===== config.mk =====
export PLATFORM = sky130hd
export DESIGN_NAME = disc_time_counter
export DESIGN_NICKNAME = d
export VERILOG_FILES = /design/src/rtl/dtc_pkg.sv /design/src/rtl/dtc_interval_meter.sv /design/src/rtl/dtc_corr_filter.sv /design/src/rtl/dtc_slew_sched.sv /design/src/rtl/disc_time_counter.sv
export SDC_FILE = /design/constraint.sdc
export NUM_CORES = 1
export LEC_CHECK = 0
export BUFFER_PORTS_ARGS = -buffer_cell sky130_fd_sc_hd__buf_2
export CORE_MARGIN = 2
export CORE_UTILIZATION = 55
export DETAILED_ROUTE_END_ITERATION = 7
export PLACE_DENSITY = 0.84
export SLEW_MARGIN = 10
export SYNTH_ARGS = -nofsm -noshare
export SYNTH_HDL_FRONTEND = slang
export SYNTH_SLANG_ARGS = --single-unit

===== constraint.sdc =====
create_clock -name clk -period 7.3 [get_ports clk]
set_clock_uncertainty 0.05 [all_clocks]
set_input_delay 1.095 -clock clk [delete_from_list [all_inputs] [get_ports clk]]
set_output_delay 1.095 -clock clk [all_outputs]
set_load 0.02 [all_outputs]

===== src/rtl/dtc_pkg.sv =====
package dtc_pkg;
   typedef enum logic {PH_COARSE = 1'b0, PH_FINE = 1'b1} phase_e;
endpackage


===== src/rtl/dtc_interval_meter.sv =====
module dtc_interval_meter #(
   parameter int unsigned NOM_CYCLES = 100_000_000,
   parameter int unsigned MAX_DEV    = 1000,
   parameter int unsigned CNT_W      = 28,
   parameter int unsigned CORR_W     = 12
) (
   input  logic                     clk,
   input  logic                     rst_n,
   input  logic                     strobe,
   input  logic                     ref_ok,
   output logic                     take,
   output logic                     measured,
   output logic                     late_rej,
   output logic signed [CORR_W-1:0] err
);
   localparam logic [CNT_W-1:0] LO_LIM = CNT_W'(NOM_CYCLES - MAX_DEV);
   localparam logic [CNT_W-1:0] HI_LIM = CNT_W'(NOM_CYCLES + MAX_DEV);
   localparam logic [CNT_W-1:0] NOM_V  = CNT_W'(NOM_CYCLES);
   localparam logic [CNT_W-1:0] GAP_MX = '1;

   logic [CNT_W-1:0] gap_q;
   logic             have_prev_q;
   logic             hit, early, late, restart;
   logic signed [CNT_W:0] diff;

   always_comb begin
      hit      = strobe && ref_ok;
      early    = have_prev_q && (gap_q < LO_LIM);
      late     = have_prev_q && (gap_q > HI_LIM);
      restart  = hit && !early;
      take     = restart && !late;
      measured = take && have_prev_q;
      late_rej = restart && late;
      diff     = $signed({1'b0, gap_q}) - $signed({1'b0, NOM_V});
      err      = diff[CORR_W-1:0];
   end

   always_ff @(posedge clk or negedge rst_n) begin
      if (!rst_n) begin
         gap_q       <= '0;
         have_prev_q <= 1'b0;
      end else begin
         if (restart) gap_q <= CNT_W'(1);
         else if (gap_q != GAP_MX) gap_q <= gap_q + CNT_W'(1);
         if (!ref_ok) have_prev_q <= 1'b0;
         else if (restart) have_prev_q <= 1'b1;
      end
   end
endmodule


===== src/rtl/dtc_corr_filter.sv =====
module dtc_corr_filter
   import dtc_pkg::*;
#(
   parameter int unsigned CORR_W    = 12,
   parameter int unsigned MAX_TRIM  = 64,
   parameter int unsigned LOCK_THR  = 20,
   parameter int unsigned LOCK_SECS = 4,
   parameter int unsigned STRK_W    = 3
) (
   input  logic                     clk,
   input  logic                     rst_n,
   input  logic                     ref_ok,
   input  logic                     measured,
   input  logic                     late_rej,
   input  logic signed [CORR_W-1:0] err,
   output logic signed [CORR_W-1:0] corr,
   output logic                     fine_ph,
   output logic                     locked
);
   localparam logic signed [CORR_W:0] TLIM = (CORR_W+1)'(MAX_TRIM);
   localparam logic signed [CORR_W:0] LTHR = (CORR_W+1)'(LOCK_THR);
   localparam logic [STRK_W-1:0]      SMAX = STRK_W'(LOCK_SECS);

   phase_e                  ph_q;
   logic signed [CORR_W-1:0] corr_q;
   logic [STRK_W-1:0]       strk_q;
   logic signed [CORR_W:0]  resid, trim;
   logic                    resid_ok;

   always_comb begin
      resid = {err[CORR_W-1], err} - {corr_q[CORR_W-1], corr_q};
      if (resid > TLIM)       trim = TLIM;
      else if (resid < -TLIM) trim = -TLIM;
      else                    trim = resid;
      resid_ok = (resid <= LTHR) && (resid >= -LTHR);
   end

   always_ff @(posedge clk or negedge rst_n) begin
      if (!rst_n) begin
         ph_q   <= PH_COARSE;
         corr_q <= '0;
         strk_q <= '0;
      end else begin
         if (measured) begin
            if (ph_q == PH_COARSE) begin
               corr_q <= err;
               ph_q   <= PH_FINE;
               strk_q <= '0;
            end else begin
               corr_q <= corr_q + trim[CORR_W-1:0];
               if (!resid_ok)         strk_q <= '0;
               else if (strk_q != SMAX) strk_q <= strk_q + STRK_W'(1);
            end
         end
         if (late_rej || !ref_ok) strk_q <= '0;
      end
   end

   assign corr    = corr_q;
   assign fine_ph = (ph_q == PH_FINE);
   assign locked  = (strk_q >= SMAX);
endmodule


===== src/rtl/dtc_slew_sched.sv =====
module dtc_slew_sched #(
   parameter int unsigned NOM_CYCLES = 100_000_000,
   parameter int unsigned CORR_W     = 12,
   parameter int unsigned ACC_W      = 29
) (
   input  logic                     clk,
   input  logic                     rst_n,
   input  logic                     realign,
   input  logic signed [CORR_W-1:0] corr,
   output logic                     skip,
   output logic                     ins
);
   localparam logic [ACC_W-1:0] NOM_V = ACC_W'(NOM_CYCLES);

   logic [ACC_W-1:0]  acc_q, sum;
   logic [CORR_W-1:0] mag;
   logic              fire;

   always_comb begin
      mag  = corr[CORR_W-1] ? CORR_W'(-corr) : CORR_W'(corr);
      sum  = acc_q + ACC_W'(mag);
      fire = (sum >= NOM_V);
      skip = fire && !corr[CORR_W-1];
      ins  = fire && corr[CORR_W-1];
   end

   always_ff @(posedge clk or negedge rst_n) begin
      if (!rst_n)       acc_q <= '0;
      else if (realign) acc_q <= '0;
      else if (fire)    acc_q <= sum - NOM_V;
      else              acc_q <= sum;
   end
endmodule


===== src/rtl/disc_time_counter.sv =====
module disc_time_counter #(
   parameter int unsigned NOM_CYCLES = 100_000_000,
   parameter int unsigned MAX_DEV    = 1000,
   parameter int unsigned MAX_TRIM   = 64,
   parameter int unsigned LOCK_THR   = 20,
   parameter int unsigned LOCK_SECS  = 4,
   parameter int unsigned SEC_W      = 32,
   localparam int unsigned SUB_W     = $clog2(NOM_CYCLES),
   localparam int unsigned CORR_W    = $clog2(MAX_DEV + 1) + 2
) (
   input  logic                     clk,
   input  logic                     rst_n,
   input  logic                     sec_strobe,
   input  logic                     ref_ok,
   output logic [SUB_W-1:0]         sub_count,
   output logic [SEC_W-1:0]         sec_count,
   output logic signed [CORR_W-1:0] corr_value,
   output logic                     locked
);
   localparam int unsigned CNT_W  = $clog2(NOM_CYCLES + MAX_DEV + 2) + 1;
   localparam int unsigned ACC_W  = $clog2(NOM_CYCLES) + 2;
   localparam int unsigned STRK_W = $clog2(LOCK_SECS + 1);
   localparam logic [SUB_W:0] NOM_V  = (SUB_W+1)'(NOM_CYCLES);
   localparam logic [SUB_W-1:0] HALF = SUB_W'(NOM_CYCLES / 2);

   if (MAX_DEV == 0 || 2 * MAX_DEV >= NOM_CYCLES) begin : g_bad_dev
      $error("MAX_DEV must be nonzero and below half of NOM_CYCLES");
   end
   if (MAX_TRIM == 0 || MAX_TRIM > MAX_DEV) begin : g_bad_trim
      $error("MAX_TRIM must lie in 1..MAX_DEV");
   end
   if (LOCK_THR > MAX_DEV || LOCK_SECS == 0) begin : g_bad_lock
      $error("lock threshold or count out of range");
   end
   if (SEC_W < 1 || NOM_CYCLES < 4) begin : g_bad_size
      $error("counter sizes out of range");
   end

   logic take, measured, late_rej, fine_ph, skip, ins;
   logic signed [CORR_W-1:0] err, corr;
   logic [SUB_W-1:0] sub_q;
   logic [SEC_W-1:0] sec_q;
   logic [SUB_W:0]   nxt;
   logic [1:0]       inc;

   dtc_interval_meter #(
      .NOM_CYCLES(NOM_CYCLES), .MAX_DEV(MAX_DEV), .CNT_W(CNT_W), .CORR_W(CORR_W)
   ) i_meter (
      .clk(clk), .rst_n(rst_n), .strobe(sec_strobe), .ref_ok(ref_ok),
      .take(take), .measured(measured), .late_rej(late_rej), .err(err)
   );

   dtc_corr_filter #(
      .CORR_W(CORR_W), .MAX_TRIM(MAX_TRIM), .LOCK_THR(LOCK_THR),
      .LOCK_SECS(LOCK_SECS), .STRK_W(STRK_W)
   ) i_filter (
      .clk(clk), .rst_n(rst_n), .ref_ok(ref_ok), .measured(measured),
      .late_rej(late_rej), .err(err), .corr(corr), .fine_ph(fine_ph),
      .locked(locked)
   );

   dtc_slew_sched #(
      .NOM_CYCLES(NOM_CYCLES), .CORR_W(CORR_W), .ACC_W(ACC_W)
   ) i_sched (
      .clk(clk), .rst_n(rst_n), .realign(take), .corr(corr),
      .skip(skip), .ins(ins)
   );

   always_comb begin
      inc = skip ? 2'd0 : (ins ? 2'd2 : 2'd1);
      nxt = {1'b0, sub_q} + (SUB_W+1)'(inc);
   end

   always_ff @(posedge clk or negedge rst_n) begin
      if (!rst_n) begin
         sub_q <= '0;
         sec_q <= '0;
      end else if (take) begin
         sub_q <= '0;
         if (sub_q >= HALF) sec_q <= sec_q + SEC_W'(1);
      end else if (nxt >= NOM_V) begin
         sub_q <= SUB_W'(nxt - NOM_V);
         sec_q <= sec_q + SEC_W'(1);
      end else begin
         sub_q <= nxt[SUB_W-1:0];
      end
   end

   assign sub_count  = sub_q;
   assign sec_count  = sec_q;
   assign corr_value = corr;
endmodule


==> metrics.md <==
| Metric | Value |
|---|---|
| Status | `finished with violations` |
| Violated checks | `setup timing` |
| Max Root-Sink Buffers | `2` |
| DR DRC count | `0` |
| DPL Wire Length | `18,220 um` |
| Initial antenna violation count | `0` |
| DR pass1 iterations | `6` |
| Die area | `0.01949 mm^2` |
| Height of the die | `139.6 um` |
| Crit Path Max Fanout | `8` |
| Clk root buf | `clkbuf_16` |
| CTS sink cnt | `133` |
| Setup violations, final | `4` |
| Most common cell after layout, fill and taps aside | `dfrtp_1` |
| R2R depth | `36` |
| Arrival @ worst endpoint | `7610 ps` |
| Mapped Nets | `1,235` |
| Worst path max stage delay | `450 ps` |
| Grt ovf | `0` |
| Setup slack, reg-to-reg | `-20 ps` |
| Port bufs | `75` |
| Multi-input gate area | `0.007000 mm^2` |
| Fin util | `68.40%` |
| FF+latch area | `0.003331 mm^2` |
| WS Path Type | `reg2reg` |
| DR WL/cell | `18.30 um` |
| Synth Area in Adders | `7.347%` |
| CTS Hold Bufs | `0` |
| # diodes | `0` |
| Sequential share of the synthesized area | `32.90%` |
| CTS HTree Levels | `4` |
| Commonest non-fill, non-tap cells in the layout | `dfrtp_1, nor2_1, nand2_1` |
| Minimum clock period | `7323 ps` |
| Mux share of post-synthesis cell area | `1.299%` |
| Routed vias | `9,467` |
| Nets | `1,344` |
| Critical Path End Type | `flop` |
| #FFs+latches synth | `133` |
| Share of layout cells above drive strength 1 | `21.53%` |
| DP Cell Count | `1,476` |
| Distinct cells, synth | `93` |
| Simple-gate portion of the synthesized area | `24.42%` |
| Layout overhead on the synthesized area | `21.87%` |
| Synth Area in Compound Gates | `16.12%` |
| Vias in the first global route | `9,137` |
| GRT Total Usage | `27.12%` |
| Io pins | `76` |
| GP Congestion | `0.9116` |
| Final Hold Viols | `0` |
| Critical Path Most Common Cell | `buf_4` |
| Max_cap viols | `0` |
| Max Clk Rate | `136.6 MHz` |
| Ys async rst share | `100.0%` |
| CTS buffer count | `17` |
| Via-per-instance ratio | `6.208` |
| Global-route wire length before repair | `43,710 um` |
| Class of the worst hold path | `reg2reg` |
| CP required | `7590 ps` |
| Core area | `0.01802 mm^2` |
| PD cells | `481.6 mW/mm^2` |
| Clk_lat worst skew | `430 ps` |
| Fillers | `1,312` |
| Row count | `49` |
| Largest family of logic cells by synthesized area | `simple AND/OR/NAND/NOR gates` |
| Rel. slew slack | `40.27%` |
| Peak supply drop | `456.8 uV` |
| RSZ-0062 raised after global routing | `yes` |
| Post-synth EDFFs | `0` |
| Pre-CTS setup slack | `-249.9 ps` |
| Finished Layout Cells | `1,525` |
| Critical-path top delay cell | `dfrtp_2` |
| CTS tree | `done` |
| Nature of the critical path startpoint | `flop` |
| Ys Warns | `0` |
| Synth Area in XOR/XNOR | `13.77%` |
| Crit share post-route | `100.3%` |
| Antenna Nets Post-Route | `0` |
| Static leakage power | `5.734 nW` |
| Initial Util | `56.12%` |
| Fin Setup TNS | `-62.63 ps` |
| Power after layout | `5.937 mW` |
| Reg clk slew, reported paths | `60 ps` |
| Hold depth | `1` |
| Pin count of the biggest net entering global routing | `72` |
| Worst slew pin tran | `896.0 ps` |
| Max-slew violations | `0` |
| WL final | `27,900 um` |
| Synth Flop Type | `dfrtp_1` |
| Mean post-synth cell area | `8.617 um^2` |
| Mapped Cells | `1,174` |
| Setup ws final | `-22.96 ps` |
| Synthesized cell area | `0.01012 mm^2` |
| Die X | `139.6 um` |
| Initial DRC Count | `863` |
[critical path: cells and delay by family (launching register included)]
family	cells	cell delay [ps]
XOR/XNOR	3	580
adder cells (fa/ha/maj)	4	960
AO/OA/AOI/OAI	11	2230
buffers and inverters	8	1150
AND/OR/NAND/NOR	10	1810
flip-flops	1	450
[registers in the layout (all words and copies together), names as in the netlist]
register,count
sec_count,32
i_sched.acc_q,29
i_meter.gap_q,28
sub_count,27
i_filter.corr,12
i_filter.strk_q,3
i_filter.fine_ph,1
i_meter.have_prev_q,1
[layout make-up]
type | count | area share [%]
multi-input cells | 944 | 56.78
flip-flops and latches | 133 | 27.02
repair buffers | 133 | 6.719
clock buffers | 18 | 3.481
well taps | 229 | 2.324
clock inverters | 14 | 1.989
inverters | 54 | 1.685
[report_power, final]
| part | switching [mW] | total [mW] | internal (mW) |
|---|---|---|---|
| Clock | 0.362 | 1.01 | 0.646 |
| Combinational | 2.18 | 3.82 | 1.64 |
| Sequential | 0.209 | 1.11 | 0.898 |
| Total | 2.75 | 5.94 | 3.19 |
[repair_timing]
item,CTS,global route
setup buffers,9,8
pin swaps,16,35
hold endpoints to repair,0,0
endpoints found under the setup margin,46,51
gates resized for setup,18,66
[stage by stage]
stage / hold WS, ps / area (um^2)
CTS: 414.1 / 11900
global placement: 401.9 / 11100
floorplan: 433.9 / 10340
detailed placement: 406.6 / 11100
finish: 418.1 / 12330
global route: 455.1 / 12330
[metal layers]
layer | track usage (%) | vias to the layer above | share of wire (%)
li1 | - | 4368 | -
met1 | 34.40 | 4547 | 41
met2 | 45.92 | 428 | 49
met3 | 5.437 | 124 | 6.2
met4 | 10.32 | 0 | 4.0
met5 | 0 | - | 0
[kinds of logic (layout without fill, tap and decap cells)]
kind of cell,Yosys count,count (layout)
multiplexers,13,13
flip-flops,133,133
buffers and inverters,97,219
AO/OA/AOI/OAI,237,237
AND/OR/NAND/NOR,478,478
adder cells (fa/ha/maj),57,57
XOR/XNOR,159,159
[Yosys cell counts, types with 5 or more instances]
master	number	area share, %
xor2_1	68	5.9
nand4_1	24	1.5
xnor2_1	91	7.9
and4_1	10	0.87
o211ai_1	7	0.52
inv_1	53	2.0
o31ai_1	6	0.45
ha_1	53	6.6
and3_1	22	1.4
o21ai_0	49	2.4
nand2_1	100	3.7
or3_1	8	0.49
dfrtp_1	133	33
nor2b_1	11	0.68
a21oi_1	55	2.7
nor2_1	125	4.6
or2_2	6	0.37
a31oi_1	9	0.56
a21o_1	24	1.8
clkbuf_1	28	1.0
nand3_1	45	2.2
a211oi_1	7	0.52
nor3b_1	7	0.52
o21bai_1	6	0.45
o21a_1	12	0.89
nand2b_1	13	0.80
mux2i_1	12	1.2
nor4_1	14	0.87
buf_2	5	0.25
and2_1	23	1.4
nor3_1	40	2.0
[final timing paths]
path | from | endpoint
max in group asynchronous | rst_n | i_meter.gap_q[12]$_DFFE_PN0P_
setup / recovery | i_filter.corr[1]$_DFFE_PN0P_ | sec_count[15]$_DFFE_PN0P_
min in group asynchronous | rst_n | i_filter.corr[9]$_DFFE_PN0P_
hold / removal | sec_count[31]$_DFFE_PN0P_ | sec_count[31]$_DFFE_PN0P_
setup reg to reg | i_filter.corr[1]$_DFFE_PN0P_ | sec_count[15]$_DFFE_PN0P_
hold reg to reg | sec_count[31]$_DFFE_PN0P_ | sec_count[31]$_DFFE_PN0P_
No activity file was read; power rests on OpenSTA's default activity.
